[config.mk]
export PLATFORM = sky130hd
export DESIGN_NAME = ctr_timer
export DESIGN_NICKNAME = d
export VERILOG_FILES = /design/src/rtl/ctr_timer_pkg.sv /design/src/rtl/ctr_timer_dp.sv /design/src/rtl/ctr_timer_ctrl.sv /design/src/rtl/ctr_timer.sv
export SDC_FILE = /design/constraint.sdc
export NUM_CORES = 1
export LEC_CHECK = 0
export BUFFER_PORTS_ARGS = -buffer_cell sky130_fd_sc_hd__buf_2
export CAP_MARGIN = 20
export CORE_MARGIN = 4
export CORE_UTILIZATION = 40
export CTS_CLUSTER_SIZE = 40
export DETAILED_ROUTE_END_ITERATION = 16
export GPL_TIMING_DRIVEN = 1
export PLACE_DENSITY = 0.64
export SLEW_MARGIN = 20
export SYNTH_ARGS = -nofsm -noshare
export SYNTH_HDL_FRONTEND = slang
export SYNTH_HIERARCHICAL = 1
export SYNTH_SLANG_ARGS = --single-unit
[constraint.sdc]
create_clock -name clk -period 3.6 [get_ports clk]
set_clock_uncertainty 0.05 [all_clocks]
set_input_delay 0.72 -clock clk [delete_from_list [all_inputs] [get_ports clk]]
set_output_delay 0.72 -clock clk [all_outputs]
set_load 0.02 [all_outputs]
[src/rtl/ctr_timer_pkg.sv]
package ctr_timer_pkg;
  typedef enum logic [1:0] {
    MODE_EDGE     = 2'b00,
    MODE_CTR_DN   = 2'b01,
    MODE_CTR_UP   = 2'b10,
    MODE_CTR_BOTH = 2'b11
  } cntMode_e;

  typedef struct packed {
    logic step;
    logic load;
  } dpStrobe_t;

  localparam int ADDR_W = 3;
  localparam logic [ADDR_W-1:0] A_CTRL   = 3'd0;
  localparam logic [ADDR_W-1:0] A_STAT   = 3'd1;
  localparam logic [ADDR_W-1:0] A_CNT    = 3'd2;
  localparam logic [ADDR_W-1:0] A_RELOAD = 3'd3;
  localparam logic [ADDR_W-1:0] A_CMP    = 3'd4;

  localparam int B_RUN   = 0;
  localparam int B_DIR   = 1;
  localparam int B_MODE  = 2;
  localparam int B_PRE   = 4;
  localparam int B_DIV   = 5;
  localparam int B_REMAP = 7;
endpackage

[src/rtl/ctr_timer_dp.sv]
module ctr_timer_dp
  import ctr_timer_pkg::*;
#(
  parameter int CNT_W = 16
) (
  input  logic             clk,
  input  logic             rstN,
  input  dpStrobe_t        stb,
  input  logic [CNT_W-1:0] loadVal,
  input  cntMode_e         modeSel,
  input  logic             dirBit,
  input  logic [CNT_W-1:0] arrActive,
  input  logic [CNT_W-1:0] cmpVal,
  output logic [CNT_W-1:0] cnt,
  output logic             hwDown,
  output logic             wrapEvt,
  output logic             cmpEvt,
  output logic             updEvt
);
  logic             center;
  logic             phaseDown;
  logic             qualify;
  logic [CNT_W-1:0] nextCnt;
  logic             nextDown;

  assign center    = (modeSel != MODE_EDGE);
  assign phaseDown = center ? hwDown : dirBit;

  always_comb begin
    unique case (modeSel)
      MODE_CTR_DN: qualify = phaseDown;
      MODE_CTR_UP: qualify = !phaseDown;
      default:     qualify = 1'b1;
    endcase
  end

  assign cmpEvt = stb.step && !stb.load && (cnt == cmpVal) && qualify;

  always_comb begin
    nextCnt  = cnt;
    nextDown = center ? hwDown : dirBit;
    wrapEvt  = 1'b0;
    if (stb.load) begin
      nextCnt = loadVal;
    end else if (stb.step) begin
      if (!center) begin
        if (!dirBit) begin
          if (cnt >= arrActive) begin
            nextCnt = '0;
            wrapEvt = 1'b1;
          end else begin
            nextCnt = cnt + 1'b1;
          end
        end else if (cnt == '0) begin
          nextCnt = arrActive;
          wrapEvt = 1'b1;
        end else begin
          nextCnt = cnt - 1'b1;
        end
      end else if (!hwDown) begin
        if (cnt >= arrActive) begin
          nextCnt  = (cnt == '0) ? '0 : cnt - 1'b1;
          nextDown = 1'b1;
          wrapEvt  = 1'b1;
        end else begin
          nextCnt = cnt + 1'b1;
        end
      end else if (cnt == '0) begin
        nextCnt  = (arrActive == '0) ? '0 : {{(CNT_W-1){1'b0}}, 1'b1};
        nextDown = 1'b0;
        wrapEvt  = 1'b1;
      end else begin
        nextCnt = cnt - 1'b1;
      end
    end
  end

  always_ff @(posedge clk) begin
    if (!rstN) begin
      cnt    <= '0;
      hwDown <= 1'b0;
      updEvt <= 1'b0;
    end else begin
      cnt    <= nextCnt;
      hwDown <= nextDown;
      updEvt <= wrapEvt;
    end
  end
endmodule

[src/rtl/ctr_timer_ctrl.sv]
module ctr_timer_ctrl
  import ctr_timer_pkg::*;
#(
  parameter int CNT_W  = 16,
  parameter int DATA_W = 32
) (
  input  logic              clk,
  input  logic              rstN,
  input  logic              regWrEn,
  input  logic [ADDR_W-1:0] regWrAddr,
  input  logic [DATA_W-1:0] regWrData,
  input  logic [ADDR_W-1:0] regRdAddr,
  output logic [DATA_W-1:0] regRdData,
  input  logic              tickEn,
  input  logic [CNT_W-1:0]  cnt,
  input  logic              hwDown,
  input  logic              wrapEvt,
  input  logic              cmpEvt,
  output dpStrobe_t         stb,
  output cntMode_e          modeSel,
  output logic              runBit,
  output logic              dirBit,
  output logic              preBit,
  output logic              remapBit,
  output logic [1:0]        divSel,
  output logic [CNT_W-1:0]  arrActive,
  output logic [CNT_W-1:0]  cmpVal,
  output logic              updFlag,
  output logic              cmpFlag,
  output logic              sampleTick
);
  localparam int PAD_W = DATA_W - CNT_W;

  logic             wrCtrl, wrStat, wrCnt, wrReload, wrCmp;
  logic [CNT_W-1:0] arrBuf;
  logic [1:0]       divCnt;
  logic [1:0]       reqMode;
  logic             dirShown;
  logic [DATA_W-1:0] cntWord;

  assign wrCtrl   = regWrEn && (regWrAddr == A_CTRL);
  assign wrStat   = regWrEn && (regWrAddr == A_STAT);
  assign wrCnt    = regWrEn && (regWrAddr == A_CNT);
  assign wrReload = regWrEn && (regWrAddr == A_RELOAD);
  assign wrCmp    = regWrEn && (regWrAddr == A_CMP);
  assign reqMode  = regWrData[B_MODE +: 2];

  assign stb.load = wrCnt;
  assign stb.step = runBit && tickEn && !wrCnt;

  always_ff @(posedge clk) begin
    if (!rstN) begin
      runBit   <= 1'b0;
      dirBit   <= 1'b0;
      modeSel  <= MODE_EDGE;
      preBit   <= 1'b0;
      divSel   <= 2'b00;
      remapBit <= 1'b0;
    end else if (wrCtrl) begin
      runBit   <= regWrData[B_RUN];
      preBit   <= regWrData[B_PRE];
      divSel   <= regWrData[B_DIV +: 2];
      remapBit <= regWrData[B_REMAP];
      if (modeSel == MODE_EDGE) dirBit <= regWrData[B_DIR];
      if (!(runBit && modeSel == MODE_EDGE && reqMode != 2'b00))
        modeSel <= cntMode_e'(reqMode);
    end
  end

  always_ff @(posedge clk) begin
    if (!rstN) begin
      updFlag   <= 1'b0;
      cmpFlag   <= 1'b0;
      arrBuf    <= '0;
      arrActive <= '0;
      cmpVal    <= '0;
      divCnt    <= 2'b00;
    end else begin
      divCnt <= divCnt + 2'd1;
      if (wrapEvt) updFlag <= 1'b1;
      else if (wrStat && !regWrData[0]) updFlag <= 1'b0;
      if (cmpEvt) cmpFlag <= 1'b1;
      else if (wrStat && !regWrData[1]) cmpFlag <= 1'b0;
      if (wrReload) arrBuf <= regWrData[CNT_W-1:0];
      if (wrReload && !preBit) arrActive <= regWrData[CNT_W-1:0];
      else if (wrapEvt && preBit) arrActive <= arrBuf;
      if (wrCmp) cmpVal <= regWrData[CNT_W-1:0];
    end
  end

  always_comb begin
    unique case (divSel)
      2'b01:   sampleTick = divCnt[0];
      2'b10:   sampleTick = &divCnt;
      default: sampleTick = 1'b1;
    endcase
  end

  assign dirShown = (modeSel == MODE_EDGE) ? dirBit : hwDown;

  always_comb begin
    cntWord = {{PAD_W{1'b0}}, cnt};
    if (remapBit) cntWord[DATA_W-1] = updFlag;
  end

  always_comb begin
    regRdData = '0;
    unique case (regRdAddr)
      A_CTRL:   regRdData[7:0] = {remapBit, divSel, preBit, modeSel, dirShown, runBit};
      A_STAT:   regRdData[1:0] = {cmpFlag, updFlag};
      A_CNT:    regRdData = cntWord;
      A_RELOAD: regRdData = {{PAD_W{1'b0}}, arrBuf};
      A_CMP:    regRdData = {{PAD_W{1'b0}}, cmpVal};
      default:  regRdData = '0;
    endcase
  end
endmodule

[src/rtl/ctr_timer.sv]
module ctr_timer
  import ctr_timer_pkg::*;
#(
  parameter int CNT_W  = 16,
  parameter int DATA_W = 32
) (
  input  logic              clk,
  input  logic              rstN,
  input  logic              regWrEn,
  input  logic [ADDR_W-1:0] regWrAddr,
  input  logic [DATA_W-1:0] regWrData,
  input  logic [ADDR_W-1:0] regRdAddr,
  output logic [DATA_W-1:0] regRdData,
  input  logic              tickEn,
  output logic              updEvt,
  output logic              updFlag,
  output logic              cmpFlag,
  output logic              sampleTick
);
  dpStrobe_t        stb;
  cntMode_e         modeSel;
  logic             runBit, dirBit, preBit, remapBit;
  logic [1:0]       divSel;
  logic [CNT_W-1:0] arrActive, cmpVal, cnt;
  logic             hwDown, wrapEvt, cmpEvt;

  ctr_timer_ctrl #(.CNT_W(CNT_W), .DATA_W(DATA_W)) i_ctrl (
    .clk(clk), .rstN(rstN), .regWrEn(regWrEn), .regWrAddr(regWrAddr),
    .regWrData(regWrData), .regRdAddr(regRdAddr), .regRdData(regRdData),
    .tickEn(tickEn), .cnt(cnt), .hwDown(hwDown), .wrapEvt(wrapEvt),
    .cmpEvt(cmpEvt), .stb(stb), .modeSel(modeSel), .runBit(runBit),
    .dirBit(dirBit), .preBit(preBit), .remapBit(remapBit), .divSel(divSel),
    .arrActive(arrActive), .cmpVal(cmpVal), .updFlag(updFlag),
    .cmpFlag(cmpFlag), .sampleTick(sampleTick)
  );

  ctr_timer_dp #(.CNT_W(CNT_W)) i_dp (
    .clk(clk), .rstN(rstN), .stb(stb), .loadVal(regWrData[CNT_W-1:0]),
    .modeSel(modeSel), .dirBit(dirBit), .arrActive(arrActive),
    .cmpVal(cmpVal), .cnt(cnt), .hwDown(hwDown), .wrapEvt(wrapEvt),
    .cmpEvt(cmpEvt), .updEvt(updEvt)
  );
endmodule

==> results.yml, run 1 <==
floorplanning:
  row_count: 42
  die_y_um: 126
  fp.dieW_um: 126
  core_um2: 13400
  dieArea_um2: 15800
  io_pins: 78
  start_util_pct: 41.2
place:
  port-buffer-count: 46
  dpl_cell_area_um2: 5860
  post-place-ws_ps: 458
  gp_congestion: 0.952
  dpl.hpwl_um: 12900
setup_path:
  cp-end-kind: "flip-flop"
  cp_slowest_cell: "and2_1"
  slowest_delay_ps: 600
  path_max_fanout: 16
  path_cells: "nor4b_1 > nand3_1 > or3_4 > nor2_1 > a21oi_1 > nor2_1 > and2_1 > a32oi_1 > a21oi_1"
  path_class: "flip-flop to flip-flop"
  path_buf_inv: 0
  path_delay_family: "simple AND/OR/NAND/NOR gates"
  worst_setup_path_start_kind: "flip-flop"
  crit_arrival_ps: 3410
  worstPathRequired_ps: 3810
timing:
  worst_slew_margin_rel_pct: 39.6
  timing.final.crit_share_pct: 88.8
  tightest_slew_ps: 905
  setup_tns_ps: 0
  max_clock_freq_mhz: 313
  setup_ws_ps: 402
  hold_ws_ps: 408
  hold_violations: 0
  drv_slew: 0
  setup_viol: 0
  period_minus_slack_ps: 3200
  rsz0062_at_grt: "false"
power:
  p_leak_nw: 2.30
  pwr-share-comb_pct: 19.7
  power_density_nw_per_um2: 383
  fin_total_pwr_w: 0.00237
  switchingPower_w: 0.000696
  p_sw_share_pct: 29.3
  irDropWorstVdd_mv: 0.223
  clock_power_share_pct: 41.8
  power_frac_seq_pct: 38.5
  intPower_w: 0.00168
synthesis:
  synthesis.area_um2: 5520
  ys_warn_count: 6
  synth_edf_count: 0
  synthFlopType: "dfxtp_1"
  async_flop_share_pct: 0
  seq_area_frac_synth_pct: 28.3
  syn_avg_cell_area_um2: 7.41
  postSynthCellCount: 745
  synth.distinct_cells: 65
  ys_seq_elements: 78
clocking:
  clock-sinks: 78
  cts_resized: 0
  clockBufferDepth: 2
  h-tree-depth: 3
  post_cts_buffers: 0
  cts_root_buf: "clkbuf_16"
  clk_latency_ps: 330
  cts_tree: "yes"
  postCtsHoldBufs: 0
  numCtsBuffers: 9
  clk_pin_slew_worst_paths_ps: 60
route:
  wire_per_inst_um: 18.6
  drt.antenna.violating_nets: 0
  firstDrtPassIters: 7
  drt-vias-per-instance: 6.03
  vias: 5697
  initialDrtViolationCount: 546
  drc_errors: 0
  wirelength_um: 17500
run:
  maxCapViolations: 0
final_layout:
  diodes: 0
  mostFrequentLayoutCell: "nand2_1"
  num-nets-final: 831
  drive_above_1_share_pct: 13.0
  layout_common_cells: "nand2_1, a21oi_1, dfxtp_1"
  stdcell_area_um2: 6190
  areaGrowthSynthToFinish_pct: 12.1
grt:
  grt_pass1_wl_um: 28000
  antenna_found_initial: 0
  grt_pass1_vias: 5275
  gr-total-overflow: 0
  grt_max_degree: 58
  grt_usage_pct: 21.5
min_path:
  hp-class: "flip-flop to flip-flop"
status:
  status: "complete, no violations"
stage by stage:
stage / utilization [%] / instances
after floorplan: - / 759
after global placement: 43.8 / 929
after detailed placement: 43.8 / 929
after CTS: 46.2 / 945
after global routing: 46.2 / 945
final: 46.2 / 945
registers in the layout, indices dropped and copies added (netlist names), 2 cells and up:
| register | flops |
|---|---|
| i_ctrl/modeSel | 2 |
| i_dp/cnt | 16 |
| i_ctrl/arrBuf | 16 |
| i_ctrl/arrActive | 16 |
| i_ctrl/cmpVal | 16 |
| i_ctrl/divCnt | 2 |
| i_ctrl/divSel | 2 |
path summary, 6_finish.rpt:
check                        start             endpoint  slack (ps)  depth (start not counted)
setup reg to reg       i_dp/cnt[2]  i_ctrl/arrActive[3]         400                          9
hold reg to reg   i_ctrl/divCnt[0]     i_ctrl/divCnt[0]         410                          1
hold / removal    i_ctrl/divCnt[0]     i_ctrl/divCnt[0]         410                          1
setup / recovery       i_dp/cnt[2]  i_ctrl/arrActive[3]         400                          9
power by group through the flow:
stage / registers (W) / clock network, W / logic (W)
2_1_floorplan: 0.000921 / 0 / 0.000340
3_3_place_gp: 0.000931 / 0 / 0.000449
3_5_place_dp: 0.000933 / 0 / 0.000454
4_1_cts: 0.000913 / 0.00101 / 0.000456
5_1_grt: 0.000917 / 0.00104 / 0.000505
6_report: 0.000914 / 0.000991 / 0.000467
worst reg2reg max path, delay by kind of cell, from the launching register on:
kind	cells	cell delay, ps
flip-flops	1	480
AO/OA/AOI/OAI	3	370
AND/OR/NAND/NOR	6	2230
Yosys cell counts (all sizes together) (4+ instances only):
cell      n  area share (%)
nand2   119             8.1
a21oi    78             7.1
dfxtp    78              28
clkbuf   49             3.3
o21ai    47             4.3
nor2     41             2.8
inv      40             2.7
buf      29             3.5
ha       25             5.7
mux2i    20             3.6
o211ai   20             2.7
xnor2    19             3.0
a32oi    16             2.5
nand3    16             1.4
nor3     12             1.1
nor4     12             1.6
xor2     10             1.6
a31oi     9             1.0
nand4     7            0.79
o31ai     6            0.82
or3       6            0.77
a22oi     5            0.68
nor2b     5            0.57
nor3b     5            0.68
and2      4            0.45
nand2b    4            0.45
o22ai     4            0.45
o31a      4            0.63
o32ai     4            0.63
or4       4            0.54
kinds of logic (layout without fill, tap and decap cells):
kind of cell	Yosys count	in the layout	synth area share [%]
adder cells (fa/ha/maj)	25	25	5.66
AO/OA/AOI/OAI	219	219	25.2
flip-flops	78	78	28.3
XOR/XNOR	29	29	4.60
AND/OR/NAND/NOR	252	252	22.1
multiplexers	23	23	4.44
buffers and inverters	118	128	9.58
other	1	15	0.0679
final cells by class:
cell class                      count  area [um^2]
Fill cell                        1343         7210
Multi-Input combinational cell    563         3510
Sequential cell                    78         1560
Timing Repair Buffer               72          425
Clock buffer                       11          243
Tap cell                          176          220
Inverter                           40          150
Clock inverter                      5         82.6
layer usage:
layer | vias to the layer above | GRT usage [%] | share of wire [%]
met5 | - | 0 | 0
met4 | 0 | 9.18 | 3.2
met3 | 40 | 3.11 | 7.9
met2 | 299 | 33.6 | 45
met1 | 2681 | 29.7 | 43
li1 | 2677 | - | -
Power figures use the tool's default switching activity.
==> inputs of run 2 (changes only) <==
--- a/config.mk
+++ b/config.mk
@@ -8,11 +8,11 @@
 export BUFFER_PORTS_ARGS = -buffer_cell sky130_fd_sc_hd__buf_2
 export CAP_MARGIN = 20
 export CORE_MARGIN = 4
-export CORE_UTILIZATION = 40
+export CORE_UTILIZATION = 41
 export CTS_CLUSTER_SIZE = 40
 export DETAILED_ROUTE_END_ITERATION = 16
 export GPL_TIMING_DRIVEN = 1
-export PLACE_DENSITY = 0.64
+export PLACE_DENSITY = 0.65
 export SLEW_MARGIN = 20
 export SYNTH_ARGS = -nofsm -noshare
 export SYNTH_HDL_FRONTEND = slang
==> run 2 against run 1 <==
Compared with the run above: setup slack got worse by 66 ps; combinational power increased by 2%; die area decreased by 2.3%; global-route usage increased by 1.9 points; sequential share of layout area decreased by 0.20 points; core utilization increased by 0.93 points; maximum frequency decreased by 2.0%; sequential power about the same; first-iteration DRC count decreased by 23%; cell area increased by 0.81%; cell count increased by 0.42%.
==> results.yml, run 2 (synthesis results as in run 1) <==
grt:
  grt_pass1_vias: 5245
  grt_pass1_wl_um: 28100
  grt_max_degree: 33
  antenna_found_initial: 0
  grt_usage_pct: 23.4
  gr-total-overflow: 0
final_layout:
  drive_above_1_share_pct: 13.6
  layout_common_cells: "nand2_1, a21oi_1, dfxtp_1"
  areaGrowthSynthToFinish_pct: 13.0
  mostFrequentLayoutCell: "nand2_1"
  layoutNonFillerInstCount: 949
  stdcell_area_um2: 6240
  diodes: 0
  fin_util_pct: 47.1
  num-nets-final: 835
route:
  wire_per_inst_um: 18.8
  drc_errors: 0
  drt-vias-per-instance: 5.99
  drt.antenna.violating_nets: 0
  initialDrtViolationCount: 418
  firstDrtPassIters: 5
  vias: 5689
  wirelength_um: 17800
setup_path:
  worst_setup_path_start_kind: "flip-flop"
  worstPathRequired_ps: 3810
  crit_arrival_ps: 3480
  path_buf_inv: 1
  r2r-end: "i_ctrl/arrActive[0]"
  path_class: "flip-flop to flip-flop"
  slowest_delay_ps: 610
  rr_worst_depth: 11
  path_max_fanout: 16
  cp_slowest_cell: "and2_1"
  cp-end-kind: "flip-flop"
  r2r-start: "i_dp/cnt[0]"
  path_cells: "inv_1 > ha_1 > nor4b_1 > nand3_1 > or3_4 > nor2_1 > a21oi_1 > nor2_1 > and2_1 > a32oi_1 > a21oi_1"
  path_delay_family: "simple AND/OR/NAND/NOR gates"
  r2r_slack_ps: 340
clocking:
  cts_root_buf: "clkbuf_16"
  clockBufferDepth: 2
  cts_tree: "yes"
  clk_latency_ps: 340
  postCtsHoldBufs: 0
  numCtsBuffers: 9
  clock-sinks: 78
  h-tree-depth: 3
  clk_pin_slew_worst_paths_ps: 60
  cts_resized: 0
  post_cts_buffers: 0
place:
  port-buffer-count: 46
  dpl_cell_area_um2: 5890
  placed_cells: 933
  gp_congestion: 0.958
  dpl.hpwl_um: 13100
floorplanning:
  io_pins: 78
  fp.dieW_um: 124
  dieArea_um2: 15400
  die_y_um: 124
  row_count: 42
  start_util_pct: 41.7
  core_um2: 13200
power:
  p_leak_nw: 2.33
  power_density_nw_per_um2: 394
  irDropWorstVdd_mv: 0.249
timing:
  setup_tns_ps: 0
  timing.final.crit_share_pct: 90.7
  period_minus_slack_ps: 3260
  drv_slew: 0
  hold_violations: 0
  worst_slew_margin_rel_pct: 33.8
  setup_viol: 0
  tightest_slew_ps: 993
  max_clock_freq_mhz: 306
  rsz0062_at_grt: "false"
min_path:
  worstHoldPathCells: 1
  hp-class: "flip-flop to flip-flop"
  whs_endpoint: "i_ctrl/divCnt[0]"
  hp-start: "i_ctrl/divCnt[0]"
run:
  maxCapViolations: 0
status:
  status: "complete, no violations"
-- run 2: layer usage --
| layer | vias to the layer above | share of wire (%) | GRT usage, % |
|---|---|---|---|
| met5 | - | 0 | 0 |
| met4 | 0 | 2.9 | 9.99 |
| met3 | 37 | 7.7 | 2.95 |
| met2 | 280 | 46 | 36.3 |
| met1 | 2687 | 44 | 32.7 |
| li1 | 2685 | - | - |
-- run 2: final cells by class --
cell class | count | area (um^2)
fillers | 1337 | 7000
multi-input cells | 563 | 3510
flip-flops and latches | 78 | 1560
repair buffers | 76 | 455
clock buffers | 9 | 225
well taps | 176 | 220
inverters | 40 | 150
clock inverters | 7 | 120
-- run 2: through the flow --
stage          total power, W  setup WS (ps)  hold WS, ps
4_1_cts               0.00245            446          407
3_3_place_gp          0.00139            599          381
6_report              0.00246            336          400
2_1_floorplan         0.00126            485          368
3_5_place_dp          0.00140            453          397
5_1_grt               0.00254           80.1          431
-- run 2: worst max-delay path by stage --
| stage | start | endpoint | slack [ps] | cells past startpoint |
|---|---|---|---|---|
| floorplan | i_dp/cnt[0] | i_ctrl/arrActive[10] | 490 | 14 |
| global placement | i_dp/cnt[0] | i_ctrl/arrActive[0] | 600 | 11 |
| detailed placement | i_dp/cnt[0] | i_ctrl/arrActive[0] | 450 | 11 |
| CTS | i_dp/cnt[0] | i_ctrl/arrActive[0] | 450 | 11 |
| global route | i_dp/cnt[0] | i_ctrl/arrActive[9] | 80 | 11 |
| finish | i_dp/cnt[0] | i_ctrl/arrActive[0] | 340 | 11 |
-- run 2: report_power, final --
group	leakage [nW]	switching [W]	internal (W)	total, W
clock	0.166	0.000386	0.000681	0.00107
sequential	0.632	0.0000251	0.000885	0.000911
combinational	1.53	0.000313	0.000166	0.000478
